<file path="src/rtl/wdt_pkg.sv">
package wdt_pkg;
  localparam int CNT_W  = 16;
  localparam int DATA_W = 32;
  localparam int CSR_W  = 8;
  localparam int SEL_W  = 3;
  localparam int PRE_W  = 12;

  localparam logic [15:0] KEY_CNT = 16'h5A5A;
  localparam logic [23:0] KEY_CSR = 24'hA5A5A5;

  localparam int OFS_CNT  = 0;
  localparam int OFS_CSRA = 4;
  localparam int OFS_CSRB = 8;

  localparam int BIT_EN   = 7;
  localparam int BIT_BUSY = 5;
  localparam int BIT_OVF  = 4;

  // log2 of the prescaler divisor for each select code
  function automatic logic [3:0] div_shift(input logic [SEL_W-1:0] sel);
    case (sel)
      3'd0:    div_shift = 4'd0;
      3'd1:    div_shift = 4'd2;
      3'd2:    div_shift = 4'd4;
      3'd3:    div_shift = 4'd5;
      3'd4:    div_shift = 4'd6;
      3'd5:    div_shift = 4'd7;
      3'd6:    div_shift = 4'd10;
      default: div_shift = 4'd12;
    endcase
  endfunction
endpackage

</file>
<file path="src/rtl/wdt_prescale.sv">
module wdt_prescale
  import wdt_pkg::*;
(
  input  logic             clk,
  input  logic             rst_n,
  input  logic             wrst_n,
  input  logic [SEL_W-1:0] sel,
  output logic             tick
);
  logic [PRE_W-1:0] pre_q, pre_d;
  logic [PRE_W-1:0] mask;

  always_comb begin
    mask = ~({PRE_W{1'b1}} << div_shift(sel));
    tick = ((pre_q & mask) == mask);
    pre_d = wrst_n ? pre_q + 1'b1 : '0;
  end

  always_ff @(posedge clk or negedge rst_n) begin
    if (!rst_n) pre_q <= '0;
    else        pre_q <= pre_d;
  end
endmodule

</file>
<file path="src/rtl/wdt_count.sv">
module wdt_count
  import wdt_pkg::*;
#(
  parameter int SYNC_TICKS = 2
) (
  input  logic             clk,
  input  logic             rst_n,
  input  logic             wrst_n,
  input  logic             tick,
  input  logic             en,
  input  logic             wr_cnt,
  input  logic [CNT_W-1:0] wr_val,
  output logic [CNT_W-1:0] count,
  output logic             busy,
  output logic             ovf_evt
);
  localparam int PW = $clog2(SYNC_TICKS + 1);

  logic [PW-1:0]    pend_q, pend_d;
  logic [CNT_W-1:0] val_q, val_d;
  logic [CNT_W-1:0] count_q, count_d;
  logic             load_now;

  always_comb begin
    load_now = tick && (pend_q == PW'(1)) && !wr_cnt;
    ovf_evt  = wrst_n && en && tick && !load_now && (count_q == {CNT_W{1'b1}});
    pend_d   = pend_q;
    val_d    = val_q;
    count_d  = count_q;
    if (!wrst_n) begin
      pend_d  = '0;
      val_d   = '0;
      count_d = '0;
    end else begin
      if (wr_cnt) begin
        pend_d = PW'(SYNC_TICKS);
        val_d  = wr_val;
      end else if (tick && pend_q != '0) begin
        pend_d = pend_q - 1'b1;
      end
      if (load_now)         count_d = val_q;
      else if (en && tick)  count_d = count_q + 1'b1;
    end
  end

  always_ff @(posedge clk or negedge rst_n) begin
    if (!rst_n) begin
      pend_q  <= '0;
      val_q   <= '0;
      count_q <= '0;
    end else begin
      pend_q  <= pend_d;
      val_q   <= val_d;
      count_q <= count_d;
    end
  end

  assign count = count_q;
  assign busy  = (pend_q != '0);

  // a wrap leaves the counter at zero
  a_r7_wrap_zero: assert property (@(posedge clk) disable iff (!rst_n)
    ovf_evt |=> (count_q == '0));
  // no enable and no load keeps the count
  a_r6_hold_off: assert property (@(posedge clk) disable iff (!rst_n)
    (wrst_n && !en && !load_now) |=> $stable(count_q));
  // an accepted load raises busy
  a_r2_busy_rise: assert property (@(posedge clk) disable iff (!rst_n)
    (wr_cnt && wrst_n) |=> busy);
endmodule

</file>
<file path="src/rtl/wdt_rstgen.sv">
module wdt_rstgen #(
  parameter int RST_CYCLES = 16
) (
  input  logic clk,
  input  logic rst_n,
  input  logic ovf_evt,
  output logic rst_req
);
  localparam int RW = $clog2(RST_CYCLES + 1);

  logic [RW-1:0] cnt_q, cnt_d;

  always_comb begin
    cnt_d = cnt_q;
    if (ovf_evt)          cnt_d = RW'(RST_CYCLES);
    else if (cnt_q != '0) cnt_d = cnt_q - 1'b1;
  end

  always_ff @(posedge clk or negedge rst_n) begin
    if (!rst_n) cnt_q <= '0;
    else        cnt_q <= cnt_d;
  end

  assign rst_req = (cnt_q != '0);

  // the request follows the wrap on the next cycle
  a_r7_req_start: assert property (@(posedge clk) disable iff (!rst_n)
    ovf_evt |=> rst_req);
endmodule

</file>
<file path="src/rtl/wdt_regs.sv">
module wdt_regs
  import wdt_pkg::*;
#(
  parameter int ADDR_W = 4
) (
  input  logic              clk,
  input  logic              rst_n,
  input  logic              wrst_n,
  input  logic              wr_en,
  input  logic [ADDR_W-1:0] addr,
  input  logic [DATA_W-1:0] wdata,
  input  logic              ovf_evt,
  input  logic              busy,
  input  logic [CNT_W-1:0]  count,
  output logic              en,
  output logic [SEL_W-1:0]  sel,
  output logic              wr_cnt,
  output logic [CNT_W-1:0]  wr_val,
  output logic [DATA_W-1:0] rdata
);
  localparam logic [ADDR_W-1:0] A_CNT  = ADDR_W'(OFS_CNT);
  localparam logic [ADDR_W-1:0] A_CSRA = ADDR_W'(OFS_CSRA);
  localparam logic [ADDR_W-1:0] A_CSRB = ADDR_W'(OFS_CSRB);

  logic             en_q, en_d;
  logic [SEL_W-1:0] sel_q, sel_d;
  logic [CSR_W-1:0] csrb_q, csrb_d;
  logic             ovf_q, ovf_d;
  logic             key_cnt_ok, key_csr_ok, hit_csra, hit_csrb;

  always_comb begin
    key_cnt_ok = (wdata[31:16] == KEY_CNT);
    key_csr_ok = (wdata[31:8] == KEY_CSR);
    wr_cnt     = wrst_n && wr_en && (addr == A_CNT) && key_cnt_ok;
    hit_csra   = wrst_n && wr_en && (addr == A_CSRA) && key_csr_ok;
    hit_csrb   = wrst_n && wr_en && (addr == A_CSRB) && key_csr_ok;
    wr_val     = wdata[CNT_W-1:0];

    en_d   = en_q;
    sel_d  = sel_q;
    csrb_d = csrb_q;
    ovf_d  = ovf_q;
    if (!wrst_n) begin
      en_d   = 1'b0;
      sel_d  = '0;
      csrb_d = '0;
    end else begin
      if (hit_csra) begin
        en_d  = wdata[BIT_EN];
        sel_d = wdata[SEL_W-1:0];
      end
      if (ovf_evt) en_d = 1'b0;
      if (hit_csrb) csrb_d = wdata[CSR_W-1:0];
    end
    if (hit_csra && !wdata[BIT_OVF]) ovf_d = 1'b0;
    if (ovf_evt)                     ovf_d = 1'b1;
  end

  always_ff @(posedge clk or negedge rst_n) begin
    if (!rst_n) begin
      en_q   <= 1'b0;
      sel_q  <= '0;
      csrb_q <= '0;
      ovf_q  <= 1'b0;
    end else begin
      en_q   <= en_d;
      sel_q  <= sel_d;
      csrb_q <= csrb_d;
      ovf_q  <= ovf_d;
    end
  end

  always_comb begin
    rdata = '0;
    case (addr)
      A_CNT:  rdata[CNT_W-1:0] = count;
      A_CSRA: begin
        rdata[BIT_EN]      = en_q;
        rdata[BIT_BUSY]    = busy;
        rdata[BIT_OVF]     = ovf_q;
        rdata[SEL_W-1:0]   = sel_q;
      end
      A_CSRB: rdata[CSR_W-1:0] = csrb_q;
      default: rdata = '0;
    endcase
  end

  assign en  = en_q;
  assign sel = sel_q;

  // a wrap drops the enable bit
  a_r7_en_drop: assert property (@(posedge clk) disable iff (!rst_n)
    ovf_evt |=> !en_q);
  // the flag holds unless a keyed clear arrives
  a_r8_flag_hold: assert property (@(posedge clk) disable iff (!rst_n)
    (ovf_q && !(hit_csra && !wdata[BIT_OVF])) |=> ovf_q);
  // control B moves only on a keyed write to its offset
  a_r4_csrb_guard: assert property (@(posedge clk) disable iff (!rst_n)
    (wrst_n && !hit_csrb) |=> $stable(csrb_q));
endmodule

</file>
<file path="src/rtl/keyed_wdt.sv">
module keyed_wdt
  import wdt_pkg::*;
#(
  parameter int ADDR_W     = 4,
  parameter int SYNC_TICKS = 2,
  parameter int RST_CYCLES = 16
) (
  input  logic              clk,
  input  logic              rst_n,
  input  logic              wrst_n,
  input  logic              wr_en,
  input  logic [ADDR_W-1:0] addr,
  input  logic [31:0]       wdata,
  output logic [31:0]       rdata,
  output logic              rst_req
);
  logic             tick, en, wr_cnt, busy, ovf_evt;
  logic [SEL_W-1:0] sel;
  logic [CNT_W-1:0] wr_val, count;

  wdt_regs #(.ADDR_W(ADDR_W)) u_regs (
    .clk(clk), .rst_n(rst_n), .wrst_n(wrst_n), .wr_en(wr_en), .addr(addr),
    .wdata(wdata), .ovf_evt(ovf_evt), .busy(busy), .count(count),
    .en(en), .sel(sel), .wr_cnt(wr_cnt), .wr_val(wr_val), .rdata(rdata)
  );

  wdt_prescale u_pre (
    .clk(clk), .rst_n(rst_n), .wrst_n(wrst_n), .sel(sel), .tick(tick)
  );

  wdt_count #(.SYNC_TICKS(SYNC_TICKS)) u_cnt (
    .clk(clk), .rst_n(rst_n), .wrst_n(wrst_n), .tick(tick), .en(en),
    .wr_cnt(wr_cnt), .wr_val(wr_val), .count(count), .busy(busy),
    .ovf_evt(ovf_evt)
  );

  wdt_rstgen #(.RST_CYCLES(RST_CYCLES)) u_rst (
    .clk(clk), .rst_n(rst_n), .ovf_evt(ovf_evt), .rst_req(rst_req)
  );
endmodule

</file>
<file path="config.mk">
export PLATFORM = sky130hd
export DESIGN_NAME = keyed_wdt
export DESIGN_NICKNAME = d
export VERILOG_FILES = /design/src/rtl/wdt_pkg.sv /design/src/rtl/wdt_prescale.sv /design/src/rtl/wdt_count.sv /design/src/rtl/wdt_rstgen.sv /design/src/rtl/wdt_regs.sv /design/src/rtl/keyed_wdt.sv
export SDC_FILE = /design/constraint.sdc
export NUM_CORES = 1
export LEC_CHECK = 0
export BUFFER_PORTS_ARGS = -buffer_cell sky130_fd_sc_hd__buf_2
export CORE_MARGIN = 2
export CORE_UTILIZATION = 56
export CTS_CLUSTER_SIZE = 40
export DETAILED_ROUTE_END_ITERATION = 12
export GPL_TIMING_DRIVEN = 0
export HOLD_SLACK_MARGIN = 0.02
export PLACE_DENSITY = 0.84
export SYNTH_ARGS = -nofsm -noshare
export SYNTH_HDL_FRONTEND = slang
export SYNTH_SLANG_ARGS = --single-unit
</file>
<file path="constraint.sdc">
create_clock -name clk -period 3.9 [get_ports clk]
set_clock_uncertainty 0.15 [all_clocks]
set_input_delay 0.78 -clock clk [delete_from_list [all_inputs] [get_ports clk]]
set_output_delay 0.78 -clock clk [all_outputs]
set_load 0.005 [all_outputs]
</file>
==> key figures <==
Outcome
  • Outcome: finished clean

Logic synthesis
  • Gate Count Post-Synth: between 400 and 500
  • Synthesized area: 0.00389 mm^2
  • EDFF count, synth: 0
  • Synth Register Bits: 64
  • Synth warn: 0
  • Top FF cell, synth: dfrtp_1
  • Synthesized area per cell: 8.89 um^2
  • Seq/Total Area, Yosys: between 40% and 50%
  • Post-synth cell types: 55
  • Async set-reset flop share out of synthesis: 100%

STA
  • Setup TNS: 0 ns
  • Final Hold Violating Endpoints: 0
  • RSZ-0062 raised after global routing: false
  • Max frequency: roughly 300 MHz
  • Fin crit period: 3.34 ns
  • Max_slew headroom: 34.7%
  • Final setup viols: 0
  • Final WS setup: between 0.5 and 0.6 ns
  • Period utilization: 85.6%
  • Worst-Margin Slew: about 0.97 ns
  • Max-slew violations: 0

Power and ir drop
  • Peak supply drop: 238 uV
  • Pwr dens: 335 mW/mm^2
  • Power Total: between 1.5 and 2 mW
  • Pleak: 2.10 nW

Clock tree
  • Max Root-Sink Buffers: 2
  • Post-CTS Setup Bufs: 0
  • TritonCTS Sinks: 64
  • Clock slew at reported path FFs: 0.08 ns
  • Hold Buf Count CTS: 0
  • CTS tree: yes
  • H-tree depth: 3
  • CTS root buf: clkbuf_8
  • CTS resizes: 0
  • Num CTS Buffers: 9
  • Clk Latency, worst-skew pair: 0.36 ns

Critical path
  • Worst R2R Path Depth: 9
  • CP Cell Sequence: buf_2 -> nor4_4 -> nand4_2 -> nor2_1 -> nor2b_1 -> nor4_4 -> nor3_1
  • Delay of the slowest critical-path stage: around 0.64 ns
  • Critical path origin: addr[1]
  • Worst R2R End: u_cnt.count[6]
  • Top cell by count, worst path: nor4_4
  • CP max stage cell: nor2_1
  • CP arrival: 3.39 ns
  • Critical R2R Launch: u_regs.sel[2]
  • Worst-case register-to-register setup slack: 0.60 ns
  • Endpoint class of the critical path: flip-flop
  • Worst-path fanout max: 10
  • CP endpoint: u_rst.cnt_q[2]
  • Critical Path RT: 3.95 ns
  • CP startpoint kind: primary input
  • Crit Path Category: primary input to flip-flop

Drt
  • Antenna-violating nets left: 0
  • Drt first-iter violations: 446
  • DR pass1 iterations: 8
  • Routed WL: 10300 um
  • Wire per inst: 17.0 um
  • # DRC: 0
  • DR vias: 3659
  • Detailed-route vias per instance: 6.05

Finish
  • Fin nets: 569
  • Post-layout instance count excluding filler cells: between 600 and 700
  • Area delta synth->final: 16.5%
  • Antenna Cells: 0
  • Final core utilization: 67.1%
  • Layout cells sized above 1: a little under a fifth

Placed design
  • Gpl congestion: 0.876
  • Post-place setup slack: 0.217 ns
  • Hpwl dp: roughly 7300 um
  • Cells after DPL: 589
  • Port bufs: between 50 and 60

Run
  • Max Cap Viol: 0

Global routing
  • Pin count of the biggest net entering global routing: 42
  • GR Overflow Total: 0
  • First-pass GRT wire length: 16400 um
  • Vias in the first global route: roughly 3500
  • Tot GR Track Use: 28.1%
  • Initial antenna violation count: 0

Floorplan
  • Die extent in y: 87.4 um
  • Die X: 87.4 um
  • Num ports: 73
  • Number of core rows: 30
  • Starting Density: 57.6%
  • Core area: 0.00676 mm^2
  • Die area: about 0.0076 mm^2

Hold path
  • Hold crit path type: primary input to asynchronous set/reset pin
==> critical path: cells and delay by family <==
kind	cells	cell delay (ns)
and+or+nand+nor	6	2.47
buffers and inverters	1	0.14
==> stage by stage <==
stage / area, um^2 / hold WS (ns)
2_1_floorplan: 3950 / 0.298
3_3_place_gp: 4330 / 0.314
3_5_place_dp: 4350 / 0.328
4_1_cts: 4530 / 0.278
5_1_grt: 4540 / 0.307
6_report: 4540 / 0.264
==> cells in the final DEF (no fill, tap or decap), drive strengths merged, types with 3 or more instances in the layout <==
cell type  count
buf           76
nand2         71
dfrtp         64
o21ai         35
clkbuf        28
nor2          24
inv           22
and2          20
nand3         18
a21boi        18
conb          16
xnor2         13
ha             9
nor4bb         7
a21oi          7
nand4          7
nor4           7
a222oi         5
a221o          5
a211o          5
o41ai          5
nor3           5
nor4b          5
nor2b          4
a22oi          4
or3            3
a32oi          3
a211oi         3
o31ai          3
==> layout make-up <==
| cell class | instances | area, um^2 |
|---|---|---|
| fillers | 537 | 2220 |
| multi-input cells | 331 | 2060 |
| flip-flops and latches | 64 | 1600 |
| repair buffers | 56 | 295 |
| plain buffers | 36 | 213 |
| clock buffers | 12 | 155 |
| well taps | 80 | 100 |
| inverters | 22 | 82.6 |
| clock inverters | 4 | 28.8 |
==> sequential cells by signal, indices dropped and copies added, names as in the netlist <==
| signal | count |
|---|---|
| u_cnt.pend_q | 2 |
| u_rst.cnt_q | 5 |
| u_cnt.val_q | 16 |
| u_regs.sel | 3 |
| u_cnt.count | 16 |
| u_pre.pre_q | 12 |
| u_regs.csrb_q | 8 |
| u_regs.en | 1 |
| u_regs.ovf_q | 1 |
==> power by group <==
group / switching (mW) / internal (mW) / leakage [nW]
clock network: 0.279 / 0.266 / 0.0886
registers: 0.0201 / 0.684 / 0.889
logic: 0.157 / 0.113 / 1.13
total: 0.456 / 1.06 / 2.10
==> logic make-up after synthesis <==
group	synth area share [%]
multiplexers	0.514
AND/OR/NAND/NOR	24.9
AO/OA/AOI/OAI	19.6
other	0.0963
buffers and inverters	7.58
flip-flops	41.1
adder cells (fa/ha/maj)	2.89
XOR/XNOR	3.37
==> synthesized netlist by cell type, drive strengths merged (4+ instances only) <==
master / n / area share, %
a211o: 5 / 1.1
a21boi: 18 / 3.5
a21oi: 7 / 0.90
a221o: 5 / 1.3
a222oi: 5 / 1.3
a22oi: 4 / 0.77
and2: 20 / 3.2
buf: 20 / 3.9
clkbuf: 16 / 1.5
dfrtp: 64 / 41
ha: 9 / 2.9
inv: 22 / 2.1
nand2: 71 / 6.8
nand3: 18 / 2.3
nand4: 7 / 1.3
nor2: 24 / 2.3
nor2b: 4 / 0.64
nor3: 5 / 0.64
nor4: 7 / 2.1
nor4b: 5 / 1.1
nor4bb: 7 / 1.8
o21ai: 35 / 4.5
o41ai: 5 / 1.1
xnor2: 13 / 2.9
==> layer usage <==
metal / wire length, um / track usage [%]
met1: 4210 / 35.5
met4: 343 / 13.4
met3: 834 / 6.54
met2: 4900 / 45.5
met5: 0 / 0
==> how the worst min path moves through the flow <==
| stage | from | end | slack (ns) | cells past startpoint |
|---|---|---|---|---|
| 3_5_place_dp | u_cnt.val_q[15] | u_cnt.count[15] | 0.33 | 1 |
| 6_report | rst_n | u_regs.csrb_q[2] | 0.26 | 1 |
| 5_1_grt | rst_n | u_pre.pre_q[9] | 0.31 | 1 |
| 4_1_cts | rst_n | u_pre.pre_q[9] | 0.28 | 1 |
| 3_3_place_gp | u_regs.ovf_q | u_regs.ovf_q | 0.31 | 1 |
| 2_1_floorplan | u_cnt.val_q[10] | u_cnt.count[10] | 0.30 | 2 |
Note: power is estimated with default switching activity, not from simulation.
